--- src/rtl/mdio_cmd_pkg.sv ---
// Package: shared field positions and command type for the MDIO command engine.
// Assumes a 16-bit register port with one control and one data register.
package mdio_cmd_pkg;

    localparam int REG_W        = 16;
    localparam int ADDR_FIELD_W = 5;
    localparam int CTL_DONE_BIT = 15;
    localparam int CTL_OP_BIT   = 13;
    localparam int CTL_PHY_LSB  = 8;
    localparam int CTL_REG_LSB  = 0;

    localparam logic SEL_CTL  = 1'b0;
    localparam logic SEL_DATA = 1'b1;

    typedef struct packed {
        logic                    is_write;
        logic [ADDR_FIELD_W-1:0] phy;
        logic [ADDR_FIELD_W-1:0] regad;
    } mdio_cmd_t;

endpackage

--- src/rtl/mdio_mdc_div.sv ---
// Module: MDC divider. Produces a 50% duty management clock from clk while run is
// high, plus one-cycle tick pulses marking the clk edge at which MDC rises or falls.
// Assumes HALF >= 1; MDC is forced low and the counter cleared while run is low.
module mdio_mdc_div #(
    parameter int HALF = 4
) (
    input  logic clk,
    input  logic rst_n,
    input  logic run,
    output logic mdc,
    output logic rise_tick,
    output logic fall_tick
);

    localparam int CNT_W = (HALF > 1) ? $clog2(HALF) : 1;
    localparam logic [CNT_W-1:0] CNT_LAST = CNT_W'(HALF - 1);

    logic [CNT_W-1:0] cnt_q;
    logic             wrap;

    // Terminal count of one half period
    assign wrap      = run && (cnt_q == CNT_LAST);
    assign rise_tick = wrap && !mdc;
    assign fall_tick = wrap && mdc;

    // Half-period counter and MDC toggle
    always_ff @(posedge clk) begin
        if (!rst_n) begin
            cnt_q <= '0;
            mdc   <= 1'b0;
        end else if (!run) begin
            cnt_q <= '0;
            mdc   <= 1'b0;
        end else if (wrap) begin
            cnt_q <= '0;
            mdc   <= ~mdc;
        end else begin
            cnt_q <= cnt_q + 1'b1;
        end
    end

endmodule

--- src/rtl/mdio_frame_seq.sv ---
// Module: serial frame sequencer. On start it loads a full management frame and
// shifts it out MSB first, advancing one bit per falling MDC tick. For reads it
// releases MDIO from the turnaround onward and captures data on rising ticks.
// Assumes start is a one-cycle pulse issued only while idle.
module mdio_frame_seq
    import mdio_cmd_pkg::*;
#(
    parameter int PREAMBLE_BITS = 32
) (
    input  logic             clk,
    input  logic             rst_n,
    input  logic             start,
    input  mdio_cmd_t        cmd,
    input  logic [REG_W-1:0] wr_data,
    input  logic             rise_tick,
    input  logic             fall_tick,
    input  logic             mdio_i,
    output logic             busy,
    output logic             done,
    output logic [REG_W-1:0] rd_data,
    output logic             mdio_o,
    output logic             mdio_oe
);

    localparam int FRAME_BITS = PREAMBLE_BITS + 4 + 2 * ADDR_FIELD_W + 2 + REG_W;
    localparam int IDX_W      = $clog2(FRAME_BITS);
    localparam int TA_IDX     = PREAMBLE_BITS + 4 + 2 * ADDR_FIELD_W;
    localparam int DATA_IDX   = TA_IDX + 2;
    localparam logic [IDX_W-1:0] IDX_TA   = IDX_W'(TA_IDX);
    localparam logic [IDX_W-1:0] IDX_DATA = IDX_W'(DATA_IDX);
    localparam logic [IDX_W-1:0] IDX_LAST = IDX_W'(FRAME_BITS - 1);

    logic [FRAME_BITS-1:0] shift_q;
    logic [FRAME_BITS-1:0] frame_d;
    logic [IDX_W-1:0]      bit_idx_q;
    logic                  is_rd_q;
    logic [REG_W-1:0]      cap_q;

    // Assemble the frame image for the pending command
    always_comb begin
        frame_d = {{PREAMBLE_BITS{1'b1}},
                   2'b01,
                   (cmd.is_write ? 2'b01 : 2'b10),
                   cmd.phy,
                   cmd.regad,
                   (cmd.is_write ? 2'b10 : 2'b11),
                   (cmd.is_write ? wr_data : {REG_W{1'b1}})};
    end

    // Bit sequencing, read capture and completion pulse
    always_ff @(posedge clk) begin
        if (!rst_n) begin
            shift_q   <= '0;
            bit_idx_q <= '0;
            busy      <= 1'b0;
            is_rd_q   <= 1'b0;
            cap_q     <= '0;
            done      <= 1'b0;
        end else begin
            done <= 1'b0;
            if (start && !busy) begin
                shift_q   <= frame_d;
                bit_idx_q <= '0;
                busy      <= 1'b1;
                is_rd_q   <= !cmd.is_write;
                cap_q     <= '0;
            end else if (busy) begin
                if (rise_tick && is_rd_q && (bit_idx_q >= IDX_DATA)) begin
                    cap_q <= {cap_q[REG_W-2:0], mdio_i};
                end
                if (fall_tick) begin
                    if (bit_idx_q == IDX_LAST) begin
                        busy <= 1'b0;
                        done <= 1'b1;
                    end else begin
                        bit_idx_q <= bit_idx_q + 1'b1;
                        shift_q   <= {shift_q[FRAME_BITS-2:0], 1'b0};
                    end
                end
            end
        end
    end

    assign rd_data = cap_q;
    assign mdio_o  = shift_q[FRAME_BITS-1];
    assign mdio_oe = busy && !(is_rd_q && (bit_idx_q >= IDX_TA));

endmodule

--- src/rtl/mdio_cmd_regs.sv ---
// Module: register port and command decode. Holds the control fields, the
// finished flag and the data register; accepts writes only while finished is set
// and issues a start pulse one clock after an accepted control write.
// Assumes done is a one-cycle pulse from the sequencer.
module mdio_cmd_regs
    import mdio_cmd_pkg::*;
(
    input  logic             clk,
    input  logic             rst_n,
    input  logic             reg_wr,
    input  logic             reg_addr,
    input  logic [REG_W-1:0] reg_wdata,
    output logic [REG_W-1:0] reg_rdata,
    input  logic             done,
    input  logic [REG_W-1:0] rd_data,
    output mdio_cmd_t        cmd,
    output logic [REG_W-1:0] data_q,
    output logic             start,
    output logic             finished
);

    logic             accept;
    logic             data_wr;
    logic [REG_W-1:0] ctl_view;
    logic             unused_wbits;

    // Write qualification: ignore everything while a command runs
    assign accept  = reg_wr && (reg_addr == SEL_CTL) && finished;
    assign data_wr = reg_wr && (reg_addr == SEL_DATA) && finished;

    // Bits of the control word with no meaning
    assign unused_wbits = ^{reg_wdata[CTL_DONE_BIT:CTL_OP_BIT+1],
                            reg_wdata[CTL_PHY_LSB-1:CTL_REG_LSB+ADDR_FIELD_W]};

    // Command fields, finished flag and start pulse
    always_ff @(posedge clk) begin
        if (!rst_n) begin
            cmd      <= '0;
            finished <= 1'b1;
            start    <= 1'b0;
        end else begin
            start <= accept;
            if (accept) begin
                cmd.is_write <= reg_wdata[CTL_OP_BIT];
                cmd.phy      <= reg_wdata[CTL_PHY_LSB +: ADDR_FIELD_W];
                cmd.regad    <= reg_wdata[CTL_REG_LSB +: ADDR_FIELD_W];
                finished     <= 1'b0;
            end else if (done) begin
                finished <= 1'b1;
            end
        end
    end

    // Data register: software load or read result
    always_ff @(posedge clk) begin
        if (!rst_n) begin
            data_q <= '0;
        end else if (data_wr) begin
            data_q <= reg_wdata;
        end else if (done && !cmd.is_write) begin
            data_q <= rd_data;
        end
    end

    // Control readback view
    always_comb begin
        ctl_view = '0;
        ctl_view[CTL_DONE_BIT]                      = finished;
        ctl_view[CTL_OP_BIT]                        = cmd.is_write;
        ctl_view[CTL_PHY_LSB +: ADDR_FIELD_W]       = cmd.phy;
        ctl_view[CTL_REG_LSB +: ADDR_FIELD_W]       = cmd.regad;
    end

    // Register read mux
    assign reg_rdata = (reg_addr == SEL_DATA) ? data_q : ctl_view;

endmodule

--- src/rtl/mdio_cmd_engine.sv ---
// Module: top of the MDIO command engine. Ties the register port, the MDC
// divider and the frame sequencer together.
// Assumes MDIO is pulled up externally and mdio_i reflects the pad.
module mdio_cmd_engine
    import mdio_cmd_pkg::*;
#(
    parameter int MDC_HALF      = 4,
    parameter int PREAMBLE_BITS = 32
) (
    input  logic        clk,
    input  logic        rst_n,
    input  logic        reg_wr,
    input  logic        reg_addr,
    input  logic [15:0] reg_wdata,
    output logic [15:0] reg_rdata,
    output logic        mdc,
    output logic        mdio_o,
    output logic        mdio_oe,
    input  logic        mdio_i
);

    mdio_cmd_t        cmd;
    logic [REG_W-1:0] data_q;
    logic [REG_W-1:0] rd_data;
    logic             start;
    logic             finished;
    logic             busy;
    logic             done;
    logic             rise_tick;
    logic             fall_tick;

    mdio_cmd_regs u_regs (
        .clk       (clk),
        .rst_n     (rst_n),
        .reg_wr    (reg_wr),
        .reg_addr  (reg_addr),
        .reg_wdata (reg_wdata),
        .reg_rdata (reg_rdata),
        .done      (done),
        .rd_data   (rd_data),
        .cmd       (cmd),
        .data_q    (data_q),
        .start     (start),
        .finished  (finished)
    );

    mdio_mdc_div #(.HALF(MDC_HALF)) u_div (
        .clk       (clk),
        .rst_n     (rst_n),
        .run       (busy),
        .mdc       (mdc),
        .rise_tick (rise_tick),
        .fall_tick (fall_tick)
    );

    mdio_frame_seq #(.PREAMBLE_BITS(PREAMBLE_BITS)) u_seq (
        .clk       (clk),
        .rst_n     (rst_n),
        .start     (start),
        .cmd       (cmd),
        .wr_data   (data_q),
        .rise_tick (rise_tick),
        .fall_tick (fall_tick),
        .mdio_i    (mdio_i),
        .busy      (busy),
        .done      (done),
        .rd_data   (rd_data),
        .mdio_o    (mdio_o),
        .mdio_oe   (mdio_oe)
    );

endmodule

--- config.mk ---
export PLATFORM = sky130hd
export DESIGN_NAME = mdio_cmd_engine
export DESIGN_NICKNAME = d
export VERILOG_FILES = /design/src/rtl/mdio_cmd_pkg.sv /design/src/rtl/mdio_mdc_div.sv /design/src/rtl/mdio_frame_seq.sv /design/src/rtl/mdio_cmd_regs.sv /design/src/rtl/mdio_cmd_engine.sv
export SDC_FILE = /design/constraint.sdc
export NUM_CORES = 1
export LEC_CHECK = 0
export ABC_CLOCK_PERIOD_IN_PS = 1650
export BUFFER_PORTS_ARGS = -buffer_cell sky130_fd_sc_hd__buf_2
export CORE_UTILIZATION = 50
export DETAILED_ROUTE_END_ITERATION = 12
export PLACE_DENSITY = 0.72
export SYNTH_ARGS = -nofsm -noshare
export SYNTH_HDL_FRONTEND = slang
export SYNTH_SLANG_ARGS = --single-unit
--- constraint.sdc ---
create_clock -name clk -period 1.65 [get_ports clk]
set_clock_uncertainty 0.15 [all_clocks]
set_input_delay 0.165 -clock clk [delete_from_list [all_inputs] [get_ports clk]]
set_output_delay 0.165 -clock clk [all_outputs]
set_load 0.02 [all_outputs]
==> Word level (Yosys, flattened, before mapping) <==
Index checks and enable logic that the tools add are counted.
{ "op_classes": {"n_addsub": 2, "multipliers": 0, "n_div": 0, "order_cmp": 2, "eq_ne": 3, "shifts": 0, "mux": 17, "bitwise_logic": 6, "reduce_logical": 28} }
{ "op_table": {"columns": ["operator", "n"], "rows": [
  ["$mux W64", 4],
  ["$mux W16", 4],
  ["$logic_and A1 B1 Y1", 13],
  ["$ge A6 B6 Y1 const B", 2],
  ["$mux W1", 8],
  ["$reduce_bool A2 Y1", 4],
  ["$add A6 B1 Y6 const B", 1],
  ["$eq A6 B6 Y1 const B", 1],
  ["$not A1 Y1", 6],
  ["$reduce_and A3 Y1", 2],
  ["$logic_not A1 Y1", 4],
  ["$reduce_and A2 Y1", 2],
  ["$reduce_or A4 Y1", 1],
  ["$reduce_or A3 Y1", 1],
  ["$add A2 B1 Y2 const B", 1],
  ["$eq A2 B2 Y1 const B", 1],
  ["$mux W2", 1],
  ["$ne A2 B1 Y1 const B", 1],
  ["$reduce_or A2 Y1", 1]
]} }
{ "word_totals": {"reg_bits": 121, "latch_bits": 0, "ram_bits": 0, "romBits": 0, "input_bits": 21, "output_inout_bits": 19, "n_memories": 0} }

==> Longest topological paths before layout <==
Gate-level depths: netlist (run 1).
{ "depth": {"depth_word": 6, "ltp_mapped": 7, "mapped_depth_nobuf": 5} }

==> Modules after synthesis <==
From an unflattened synthesis (run 1), not the netlist that was laid out.
{ "unflattened": {"hier_cells": 603, "area_unflattened_um2": 5011.1} }
{ "modules_own_cells": {"columns": ["module", "n_inst", "cells_each", "area_each_um2", "seq_area_each_um2"], "rows": [
  ["mdio_frame_seq", 1, 427, 3544.6, 1781.7],
  ["mdio_cmd_regs", 1, 164, 1350.0, 580.6],
  ["mdio_mdc_div", 1, 12, 116.4, 60.1]
]} }

==> Least setup slack after synthesis (run 1) <==
No wires, ideal clock.
{ "synth_timing": {"path_type": "flip-flop to flip-flop", "start": "reg u_div.cnt_q[0]", "end": "reg u_seq.shift_q[27]", "t_arrival_ps": 1404, "required_ps": 1378, "setup_slack_ps": -26, "stages_incl_launch_ff": 7, "period_less_slack_ps": 1676, "path_cell_list": "dfxtp_1 ha_1 and3_2 o21ai_4 nor2_2 buf_6 a221o_1"} }
{ "synth_via": {"elab_chain_len": 5} }
{ "synth_rtl": {"columns": ["element", "line_no", "text"], "rows": [
  ["from (decl)", "mdio_mdc_div.sv:18", "logic [CNT_W-1:0] cnt_q;"],
  ["from (signal assigned)", "mdio_mdc_div.sv:38", "cnt_q <= cnt_q + 1'b1;"],
  ["$eq A2 B2 Y1", "mdio_mdc_div.sv:22", "assign wrap = run && (cnt_q == CNT_LAST);"],
  ["$logic_and A1 B1 Y1", "mdio_mdc_div.sv:22", null],
  ["$logic_and A1 B1 Y1", "mdio_mdc_div.sv:24", "assign fall_tick = wrap && mdc;"],
  ["$reduce_bool A2 Y1 (no line)", null, null],
  ["$reduce_and A3 Y1 (no line)", null, null],
  ["to (signal assigned)", "mdio_frame_seq.sv:62", "shift_q <= frame_d;"],
  ["to (signal assigned)", "mdio_frame_seq.sv:77", "shift_q <= {shift_q[FRAME_BITS-2:0], 1'b0};"],
  ["to (decl)", "mdio_frame_seq.sv:33", "logic [FRAME_BITS-1:0] shift_q;"]
]} }
Every way passes these cells.
A chain may end at the register's enable or synchronous reset.

==> Final worst setup path (run 1) <==
{ "layout_timing": {"start": "reg u_seq.bit_idx_q[4]", "end": "out mdio_oe"} }
{ "layout_via": {"elab_chain_len": 4} }
{ "layout_rtl": {"columns": ["element", "line_no", "text"], "rows": [
  ["from (decl)", "mdio_frame_seq.sv:35", "logic [IDX_W-1:0] bit_idx_q;"],
  ["from (signal assigned)", "mdio_frame_seq.sv:76", "bit_idx_q <= bit_idx_q + 1'b1;"],
  ["$ge A6 B6 Y1", "mdio_frame_seq.sv:86", "assign mdio_oe = busy && !(is_rd_q && (bit_idx_q >= IDX_TA));"],
  ["$logic_and A1 B1 Y1", "mdio_frame_seq.sv:86", null],
  ["$logic_not A1 Y1", "mdio_frame_seq.sv:86", null],
  ["$logic_and A1 B1 Y1", "mdio_frame_seq.sv:86", null],
  ["to (decl)", "mdio_cmd_engine.sv:18", "output logic mdio_oe,"]
]} }
Every way passes these cells.

==> results_dict.tcl, run 1 <==
set metrics [dict create \
    status "finished, violations left" \
    violations "setup timing" \
    cap_violations 0 \
    syn-num-nets 535 \
    avgSynthCellArea_um2 9.829 \
    placed_area_um2 5444 \
    placeableCoreArea_um2 9774 \
    routed-via-count 4095 \
    drt_wl_total_um 12640 \
    synth_top_area_cell "dfxtp_1" \
    holdWs_ns 0.04930 \
    grtUsageMet1 0.2963 \
    start_util 0.5148 \
    critPathMaxStageDelay_ns 0.32 \
    worst-path-buf-inv 2 \
    r2r_setup_slack_ns -0.04 \
    final_hold_viol_count 0 \
    worstSkewPairLatency_ns 0.52 \
    grtUsageMet2 0.3738 \
    met3_usage 0.07456 \
    min-delay-start "reg_wr" \
    cts.sinks 121 \
    drv_slew 0 \
    worstMarginPinSlew_ns 0.4337 \
    routed_via_density 5.594 \
    dr.pass1.iters 5 \
    dieArea_um2 10470 \
    die_x_um 102.3 \
    grt_pass1_vias 3720 \
    drt_iter0_drc 239 \
    powerDensity_nw_per_um2 1079 \
    groute.usage.overall 0.2321 \
    netlist_top_cells_area "dfxtp_1, nand2_1, mux2i_1" \
    multi_input_area_um2 2754 \
    grt_pass1_wl_um 18460 \
    finalCritPeriodShare 1.043 \
    cts-htree-levels 4 \
    r2r-start "u_seq.bit_idx_q[1]$_SDFFE_PP0P_" \
    synth_most_common_cell "dfxtp_1" \
    finalNetCount 609 \
    crit_chain "buf_6 -> a31oi_4 -> o21a_1 -> buf_6" \
    ys_ff_latch 121 \
    drive_above_1_share 0.3155 \
    design_area_um2 6850 \
    holdPathStages 6 \
    cp_data_required_time_ns 1.33 \
    seq_area_frac_synth 0.4814 \
    antenna_left 0 \
    synth_cell_types 45 \
    port_buffers 39 \
    area.sequential_um2 2439 \
    clk_path_buf_depth 2 \
    busiest_layer "met2" \
    ios 40 \
    cts-root-buf "clkbuf_8" \
    max-slew-margin-rel 0.7109 \
    start_kind "flop" \
    grt_overflow 0 \
    critPathMostFrequentCell "buf_6" \
    drc 0 \
    async_reset_ff_frac 0 \
    cp_slowest_cell "dfxtp_2" \
    ys.flop_type "dfxtp_1" \
    setup_ws_ns -0.07058 \
    syn_area_um2 5032 \
    gp_congestion 0.8249 \
    min_to "u_regs.cmd[0]$_SDFFE_PN0P_" \
    hold_class "input pin to flop" \
    cts_tree "yes" \
    ir_drop_uv 1063 \
    rsz0062_at_grt "yes" \
    fillCellCount 667 \
    antenna_found_initial 0 \
    synth.top_cell.area_share 0.4814 \
    r2r_end "u_seq.shift_q[36]$_SDFFE_PN0P_" \
    place_ws_ns -0.06589 \
    numCtsBuffers 17 \
    finalSetupViolCount 34 \
    fp-row-count 36 \
    grt_max_degree 59 \
    end_kind "primary output" \
    utilization 0.7008 \
    yosys-top-cells-count "dfxtp_1, nand2_1, mux2i_1" \
    synth_edf_count 0 \
    cpLargestDelayFamily "flip-flops" \
    p_leak_nw 2.861 \
    antenna_cells 0 \
    dp_hpwl_um 7129 \
    wl_per_cell_um 17.26 \
    area_growth_pct 36.13 \
    die_h_um 102.3 \
    clk_pin_slew_ns 0.06 \
    ff2ff_path_depth 8 \
    crit_arrival_ns 1.41 \
    path_max_fanout 5 \
    fmax_ghz 0.5812 \
    period_minus_slack_ns 1.721 \
    criticalPathCategory "flop to primary output" \
    synth_warnings 0 \
    netlist_instances 512 \
]
==> flip-flops by register name, indices dropped and copies added (netlist names), 2 cells and up <==
register / cells
u_seq.rd_data: 16
u_div.cnt_q: 2
u_regs.data_q: 16
u_seq.bit_idx_q: 6
u_regs.cmd: 11
u_seq.shift_q: 64
==> stage by stage <==
step / instances / total power, W / TNS [ns]
floorplan: 512 / 0.003496 / 0
global placement: 669 / 0.003645 / 0
detailed placement: 669 / 0.003658 / -1.024
CTS: 721 / 0.007331 / -0.4518
global route: 732 / 0.007647 / -2.653
finish: 732 / 0.007391 / -0.6970
==> layout by cell type (no fill, tap or decap), types with 3 or more instances in the layout <==
cell type	instances
o211a_1	18
mux2i_1	33
dfxtp_2	13
buf_4	20
o21ai_0	5
buf_6	8
buf_8	4
a21boi_1	11
nand3b_1	15
and2_1	6
a21oi_1	6
clkbuf_1	3
o221a_4	8
clkinv_2	6
bufinv_16	3
clkbuf_16	20
and3_1	10
dlygate4sd3_1	18
mux2_2	10
nand3_1	5
a21boi_0	17
a2bb2oi_2	25
a221o_1	10
dfxtp_1	108
clkbuf_8	4
buf_2	36
nor2_4	4
buf_12	7
nor2_1	24
o211ai_1	15
nand2_1	90
==> kinds of logic after synthesis <==
family | count (synthesis) | share of synthesized area
AOI/OAI and AO/OA | 123 | 0.2064
adders and majority gates | 2 | 0.004972
buffers and inverters | 44 | 0.04699
muxes | 45 | 0.09249
and+or+nand+nor | 175 | 0.1643
DFF | 121 | 0.4814
xor gates and xnor gates | 2 | 0.003481
==> where the power goes <==
group / switching [W] / internal, W
Combinational: 0.000292 / 0.000319
Sequential: 0.0000953 / 0.00304
Clock: 0.00124 / 0.00240
Total: 0.00162 / 0.00577
==> layer usage <==
metal,part of all wire,up-vias
met5,0,-
met4,0.010,0
met3,0.042,13
met2,0.51,110
met1,0.44,1974
li1,-,1998
==> final cells by class <==
class	count	area share
multi-input cells	348	0.4020
flip-flops and latches	121	0.3560
repair buffers	97	0.1315
clock buffers	23	0.06813
well taps	133	0.02429
clock inverters	9	0.01753
inverters	1	0.0005479
==> worst min-delay path, delay by kind of cell <==
kind	cells	cell delay, ns
compound gates	1	0.07
buf+inv	2	0.25
simple gates	3	0.18
==> worst max-delay path by stage <==
| stage | from | to | slack, ns | cells after the start |
|---|---|---|---|---|
| after floorplan | u_seq.bit_idx_q[0]$_SDFFE_PP0P_ | u_seq.shift_q[27]$_SDFFE_PN0P_ | 0.007 | 6 |
| after CTS | u_seq.bit_idx_q[1]$_SDFFE_PP0P_ | mdio_oe | -0.09 | 4 |
| after detailed placement | u_seq.busy$_SDFF_PN0_ | u_seq.shift_q[20]$_SDFFE_PN0P_ | -0.07 | 4 |
| after global placement | u_seq.busy$_SDFF_PN0_ | u_seq.shift_q[22]$_SDFFE_PN0P_ | 0.02 | 4 |
| final | u_seq.bit_idx_q[4]$_SDFFE_PP0P_ | mdio_oe | -0.07 | 4 |
| after global routing | u_seq.bit_idx_q[4]$_SDFFE_PP0P_ | mdio_oe | -0.13 | 4 |
==> repair_timing <==
| item | CTS | global route |
|---|---|---|
| gates cloned | 0 | 6 |
| gates resized for setup | 20 | 79 |
| pin swaps | 4 | 53 |
| endpoints found under the hold margin | 39 | 0 |
| setup endpoints to repair | 58 | 87 |
| hold buffers | 18 | 0 |
| buffers inserted | 2 | 5 |
(Power assumes the default switching activity.)
==> run 2: changes to the inputs <==
--- a/config.mk
+++ b/config.mk
@@ -7,9 +7,10 @@
 export LEC_CHECK = 0
 export ABC_CLOCK_PERIOD_IN_PS = 1650
 export BUFFER_PORTS_ARGS = -buffer_cell sky130_fd_sc_hd__buf_2
+export CORE_ASPECT_RATIO = 1.75
 export CORE_UTILIZATION = 50
 export DETAILED_ROUTE_END_ITERATION = 12
-export PLACE_DENSITY = 0.72
+export PLACE_DENSITY = 0.75
 export SYNTH_ARGS = -nofsm -noshare
 export SYNTH_HDL_FRONTEND = slang
 export SYNTH_SLANG_ARGS = --single-unit
==> run 2 against run 1 <==
Net effect:
- the run still ends with setup timing left
- maximum frequency grew 1.3%
- first-iteration DRC count shrank 41%
- register-to-register slack is essentially flat
- non-clock buffer count grew 3
- setup slack gained 0.022 ns
- final cell count shrank 0.82%
- highest routed layer unchanged
==> results_dict.tcl, run 2 (same netlist as run 1, synthesis figures left out) <==
set metrics [dict create \
    drv_slew 0 \
    drc 0 \
    grt_pass1_vias 4149 \
    fp-row-count 48 \
    cts-htree-levels 4 \
    cp_data_required_time_ns 1.80 \
    finalNetCount 611 \
    start_kind "flop" \
    largest_reg_flops 64 \
    setup_ws_ns -0.04889 \
    violations "setup timing" \
    pwr-share-comb 0.077 \
    grt_pass1_wl_um 19690 \
    utilization 0.6946 \
    drt_iter0_drc 140 \
    status "finished, violations left" \
    hold_class "input pin to flop" \
    final_cells 726 \
    area_growth_pct 35.95 \
    antenna_cells 0 \
    die_h_um 134.7 \
    design_area_um2 6842 \
    regMostFlops "u_seq.shift_q" \
    final_hold_viol_count 0 \
    critPathMostFrequentCell "buf_12" \
    layout_common_cells "dfxtp_1, nand2_1, buf_2, mux2i_1, a2bb2oi_2" \
    crit_arrival_ns 1.84 \
    ios 40 \
    start_util 0.5109 \
    worstMarginPinSlew_ns 0.4014 \
    die_x_um 77.84 \
    criticalPathCategory "flop to flop" \
    grt_overflow 0 \
    gp_congestion 0.8337 \
    numCtsBuffers 17 \
    dr.pass1.iters 4 \
    dpl.cell_count 662 \
    cts_tree "yes" \
    final_common_cell "dfxtp_1" \
    internal_power_w 0.005913 \
    power_switching_w 0.001731 \
    groute.usage.overall 0.2415 \
    dp_hpwl_um 7547 \
    worstSkewPairLatency_ns 0.41 \
    dieArea_um2 10490 \
    port_buffers 39 \
    cts-root-buf "clkbuf_16" \
    clkPwrFrac 0.514 \
    powerDensity_nw_per_um2 1117 \
    cts.sinks 121 \
    max-slew-margin-rel 0.7324 \
    holdPathStages 5 \
    finalSetupViolCount 19 \
    sw_frac_of_total 0.2264 \
    crit_chain "ha_4 -> and3_4 -> o21ai_4 -> buf_12 -> buf_12 -> buf_16 -> o221a_2" \
    end_kind "flop" \
    rsz0062_at_grt "yes" \
    grt_max_degree 45 \
    clk_pin_slew_ns 0.06 \
    cap_violations 0 \
    clk_path_buf_depth 2 \
    path_max_fanout 13 \
    fmax_ghz 0.5886 \
    placeableCoreArea_um2 9849 \
    wl_per_cell_um 17.13 \
    critPathMaxStageDelay_ns 0.35 \
    place_ws_ns -0.1058 \
    routed-via-count 4137 \
    final.setup.tns_ns -0.4204 \
    antenna_found_initial 0 \
    routed_via_density 5.698 \
    finalCritPeriodShare 1.030 \
    p_seq_frac 0.409 \
    cp_slowest_cell "dfxtp_2" \
    period_minus_slack_ns 1.699 \
    placed_area_um2 5492 \
    ff2ff_path_depth 7 \
    antenna_left 0 \
    drt_wl_total_um 12440 \
    drive_above_1_share 0.3145 \
    p_leak_nw 2.862 \
    ir_drop_uv 865.7 \
]
==> run 2: final timing paths <==
check	to	from	slack, ns
setup / recovery	u_seq.shift_q[57]$_SDFFE_PN0P_	u_div.cnt_q[0]$_SDFF_PP0_	-0.05
hold reg to reg	u_seq.shift_q[31]$_SDFFE_PP0P_	u_seq.shift_q[31]$_SDFFE_PP0P_	0.31
hold / removal	u_regs.start$_SDFF_PN0_	reg_wr	0.16
setup reg to reg	u_seq.shift_q[57]$_SDFFE_PN0P_	u_div.cnt_q[0]$_SDFF_PP0_	-0.05
==> run 2: cell type report <==
class                   instances  area [µm²]
repair buffers                100       968.4
clock buffers                  18       439.2
flip-flops and latches        121        2437
inverters                       1       3.754
well taps                     125       156.4
clock inverters                14       197.7
multi-input cells             347        2639
fillers                       707        3008
==> run 2: timing repair <==
| action | in CTS | in global routing |
|---|---|---|
| pin swaps | 2 | 34 |
| hold buffers | 18 | 0 |
| setup buffers | 5 | 3 |
| gates resized for setup | 20 | 57 |
| endpoints found under the hold margin | 36 | 0 |
| gates cloned | 2 | 5 |
| setup endpoints to repair | 58 | 68 |
==> run 2: stage by stage <==
step	hold slack, ns	power (W)
5_1_grt	0.1831	0.007880
4_1_cts	0.1410	0.007613
3_5_place_dp	0.2596	0.003657
3_3_place_gp	0.2553	0.003636
2_1_floorplan	0.1599	0.003496
6_report	0.1626	0.007643
==> run 2: power by group through the flow <==
stage               logic [W]  clock network (W)  registers [W]
floorplan            0.000345                  0        0.00315
global placement     0.000462                  0        0.00317
detailed placement   0.000480                  0        0.00318
CTS                  0.000523            0.00397        0.00312
global route         0.000640            0.00411        0.00313
finish               0.000590            0.00393        0.00312
==> run 2: per-layer routing <==
| metal | global-route usage | vias to the layer above | share of wire |
|---|---|---|---|
| met5 | 0 | - | 0 |
| met4 | 0.1551 | 0 | 0.047 |
| met3 | 0.05946 | 42 | 0.027 |
| met2 | 0.4248 | 93 | 0.53 |
| met1 | 0.2533 | 2006 | 0.39 |
| li1 | - | 1996 | - |
==> run 2: worst max-delay path, delay by kind of cell, from the launching register on <==
family / cells / cell delay (ns)
simple gates: 1 / 0.21
compound gates: 2 / 0.34
buf+inv: 3 / 0.39
fa+ha+maj: 1 / 0.14
flops: 1 / 0.35
==> run 3: changes to the inputs <==
--- a/config.mk
+++ b/config.mk
@@ -10,7 +10,9 @@
 export CORE_ASPECT_RATIO = 1.75
 export CORE_UTILIZATION = 50
 export DETAILED_ROUTE_END_ITERATION = 12
+export GPL_TIMING_DRIVEN = 1
 export PLACE_DENSITY = 0.75
+export SKIP_CTS_REPAIR_TIMING = 1
 export SYNTH_ARGS = -nofsm -noshare
 export SYNTH_HDL_FRONTEND = slang
 export SYNTH_SLANG_ARGS = --single-unit
==> run 3 against run 2 <==
Net effect:
- the run still ends with setup timing left
- global-route usage is 1.6 points lower
- clock power barely moved
- register-to-register slack hardly changed
- non-clock buffer count grew 1
- hold slack got worse by 0.15 ns
- first-iteration DRC count fell by 10%
- highest routed layer unchanged
==> results_dict.tcl, run 3 (same netlist as run 1, synthesis figures left out) <==
set metrics [dict create \
    cp_data_required_time_ns 1.80 \
    start_kind "flop" \
    criticalPathCategory "flop to flop" \
    violations "setup timing" \
    drt_iter0_drc 126 \
    end_kind "flop" \
    rsz0062_at_grt "yes" \
    final_hold_viol_count 0 \
    holdPathStages 2 \
    cap_violations 0 \
    sw_frac_of_total 0.2274 \
    crit_arrival_ns 1.85 \
    ff2ff_path_depth 7 \
    pwr-share-comb 0.078 \
    placeableCoreArea_um2 9849 \
    wl_per_cell_um 17.34 \
    fillCellCount 716 \
    die_h_um 134.7 \
    drt_wl_total_um 12610 \
    antenna_found_initial 0 \
    ir_drop_uv 899.4 \
    cts.sinks 121 \
    finalNetCount 612 \
    gp_congestion 0.8337 \
    grt_overflow 0 \
    finalCritPeriodShare 1.031 \
    numCtsBuffers 17 \
    fmax_ghz 0.5880 \
    power_switching_w 0.001741 \
    p_leak_nw 2.857 \
    largest_reg_flops 64 \
    grt_pass1_wl_um 18460 \
    finalSetupViolCount 33 \
    final.setup.tns_ns -0.8681 \
    p_seq_frac 0.408 \
    hold_class "input pin to flop" \
    path_max_fanout 13 \
    worstSkewPairLatency_ns 0.41 \
    final_common_cell "dfxtp_1" \
    die_x_um 77.84 \
    cts-root-buf "clkbuf_16" \
    dp_hpwl_um 7547 \
    cts_tree "yes" \
    start_util 0.5109 \
    regMostFlops "u_seq.shift_q" \
    dieArea_um2 10490 \
    layout_common_cells "dfxtp_1, nand2_1, buf_2, mux2i_1, a2bb2oi_2" \
    critPathMaxStageDelay_ns 0.37 \
    internal_power_w 0.005915 \
    clk_path_buf_depth 2 \
    p_total_w 0.007656 \
    max-slew-margin-rel 0.7281 \
    clkPwrFrac 0.514 \
    setup_ws_ns -0.05062 \
    fp-row-count 48 \
    area.sequential_um2 2439 \
    busiest_layer "met2" \
    antenna_cells 0 \
    grt_max_degree 45 \
    status "finished, violations left" \
    cts-htree-levels 4 \
    met3_usage 0.05473 \
    clk_pin_slew_ns 0.06 \
    drv_slew 0 \
    ios 40 \
    antenna_left 0 \
    dr.pass1.iters 6 \
    cp_slowest_cell "dfxtp_4" \
    area_growth_pct 36.28 \
    port_buffers 39 \
    powerDensity_nw_per_um2 1116 \
    routed_via_density 5.696 \
    multi_input_area_um2 2679 \
    period_minus_slack_ns 1.701 \
    grt_pass1_vias 3911 \
    grtUsageMet2 0.3997 \
    routed-via-count 4141 \
    drive_above_1_share 0.3123 \
    worstMarginPinSlew_ns 0.4079 \
    drc 0 \
    crit_chain "ha_4 -> nand3_4 -> o21ai_4 -> buf_6 -> nand2_4 -> clkbuf_16 -> a2bb2oi_2" \
    grtUsageMet1 0.2417 \
    groute.usage.overall 0.2252 \
]
## run 3: cell count changes in the layout (fill, tap and decap cells not counted), sizes merged
cell | before | now
clkbuf | 21 | 23
dlygate4sd3 | 18 | 17
## run 3: per-layer routing
layer | part of all wire | routed length [µm]
met1 | 0.39 | 4936
met2 | 0.55 | 6934
met3 | 0.024 | 299
met4 | 0.035 | 439
met5 | 0 | 0
## run 3: power by group through the flow
| stage | Combinational [W] | Sequential, W | Clock [W] |
|---|---|---|---|
| floorplan | 0.000345 | 0.00315 | 0 |
| global placement | 0.000462 | 0.00317 | 0 |
| detailed placement | 0.000480 | 0.00318 | 0 |
| CTS | 0.000484 | 0.00312 | 0.00397 |
| global route | 0.000639 | 0.00314 | 0.00412 |
| finish | 0.000594 | 0.00313 | 0.00394 |
## run 3: area by class of cell
class,count,area share
clock inverters,14,0.02883
multi-input cells,347,0.3906
well taps,125,0.02281
inverters,1,0.0005473
clock buffers,18,0.06404
flip-flops and latches,121,0.3556
repair buffers,101,0.1376
## run 3: critical path, delay by kind of cell, from the launching register on
family | cells | cell delay [ns]
flip-flops | 1 | 0.37
AO/OA/AOI/OAI | 2 | 0.30
AND/OR/NAND/NOR | 2 | 0.22
adder cells (fa/ha/maj) | 1 | 0.16
buffers and inverters | 2 | 0.37
## run 3: path summary, 6_finish.rpt
path	from	to	slack (ns)
worst max-delay path	u_seq.bit_idx_q[1]$_SDFFE_PP0P_	u_seq.shift_q[33]$_SDFFE_PN0P_	-0.05
worst min-delay path	rst_n	u_seq.shift_q[58]$_SDFFE_PN0P_	0.01
worst max register to register	u_seq.bit_idx_q[1]$_SDFFE_PP0P_	u_seq.shift_q[33]$_SDFFE_PN0P_	-0.05
worst min register to register	u_seq.shift_q[6]$_SDFFE_PN0P_	u_seq.shift_q[7]$_SDFFE_PN0P_	0.31
## run 3: metrics by stage
step	setup slack (ns)	std cells	instance area [µm²]	utilization	hold slack [ns]
2_1_floorplan	0.006748	512	5040	-	0.1599
3_3_place_gp	-0.03706	662	5492	0.5575	0.2553
3_5_place_dp	-0.1058	662	5492	0.5575	0.2596
4_1_cts	-0.1421	694	6128	0.6222	-0.1708
5_1_grt	-0.09695	727	6858	0.6963	0.01652
6_report	-0.05062	727	6858	0.6963	0.01331
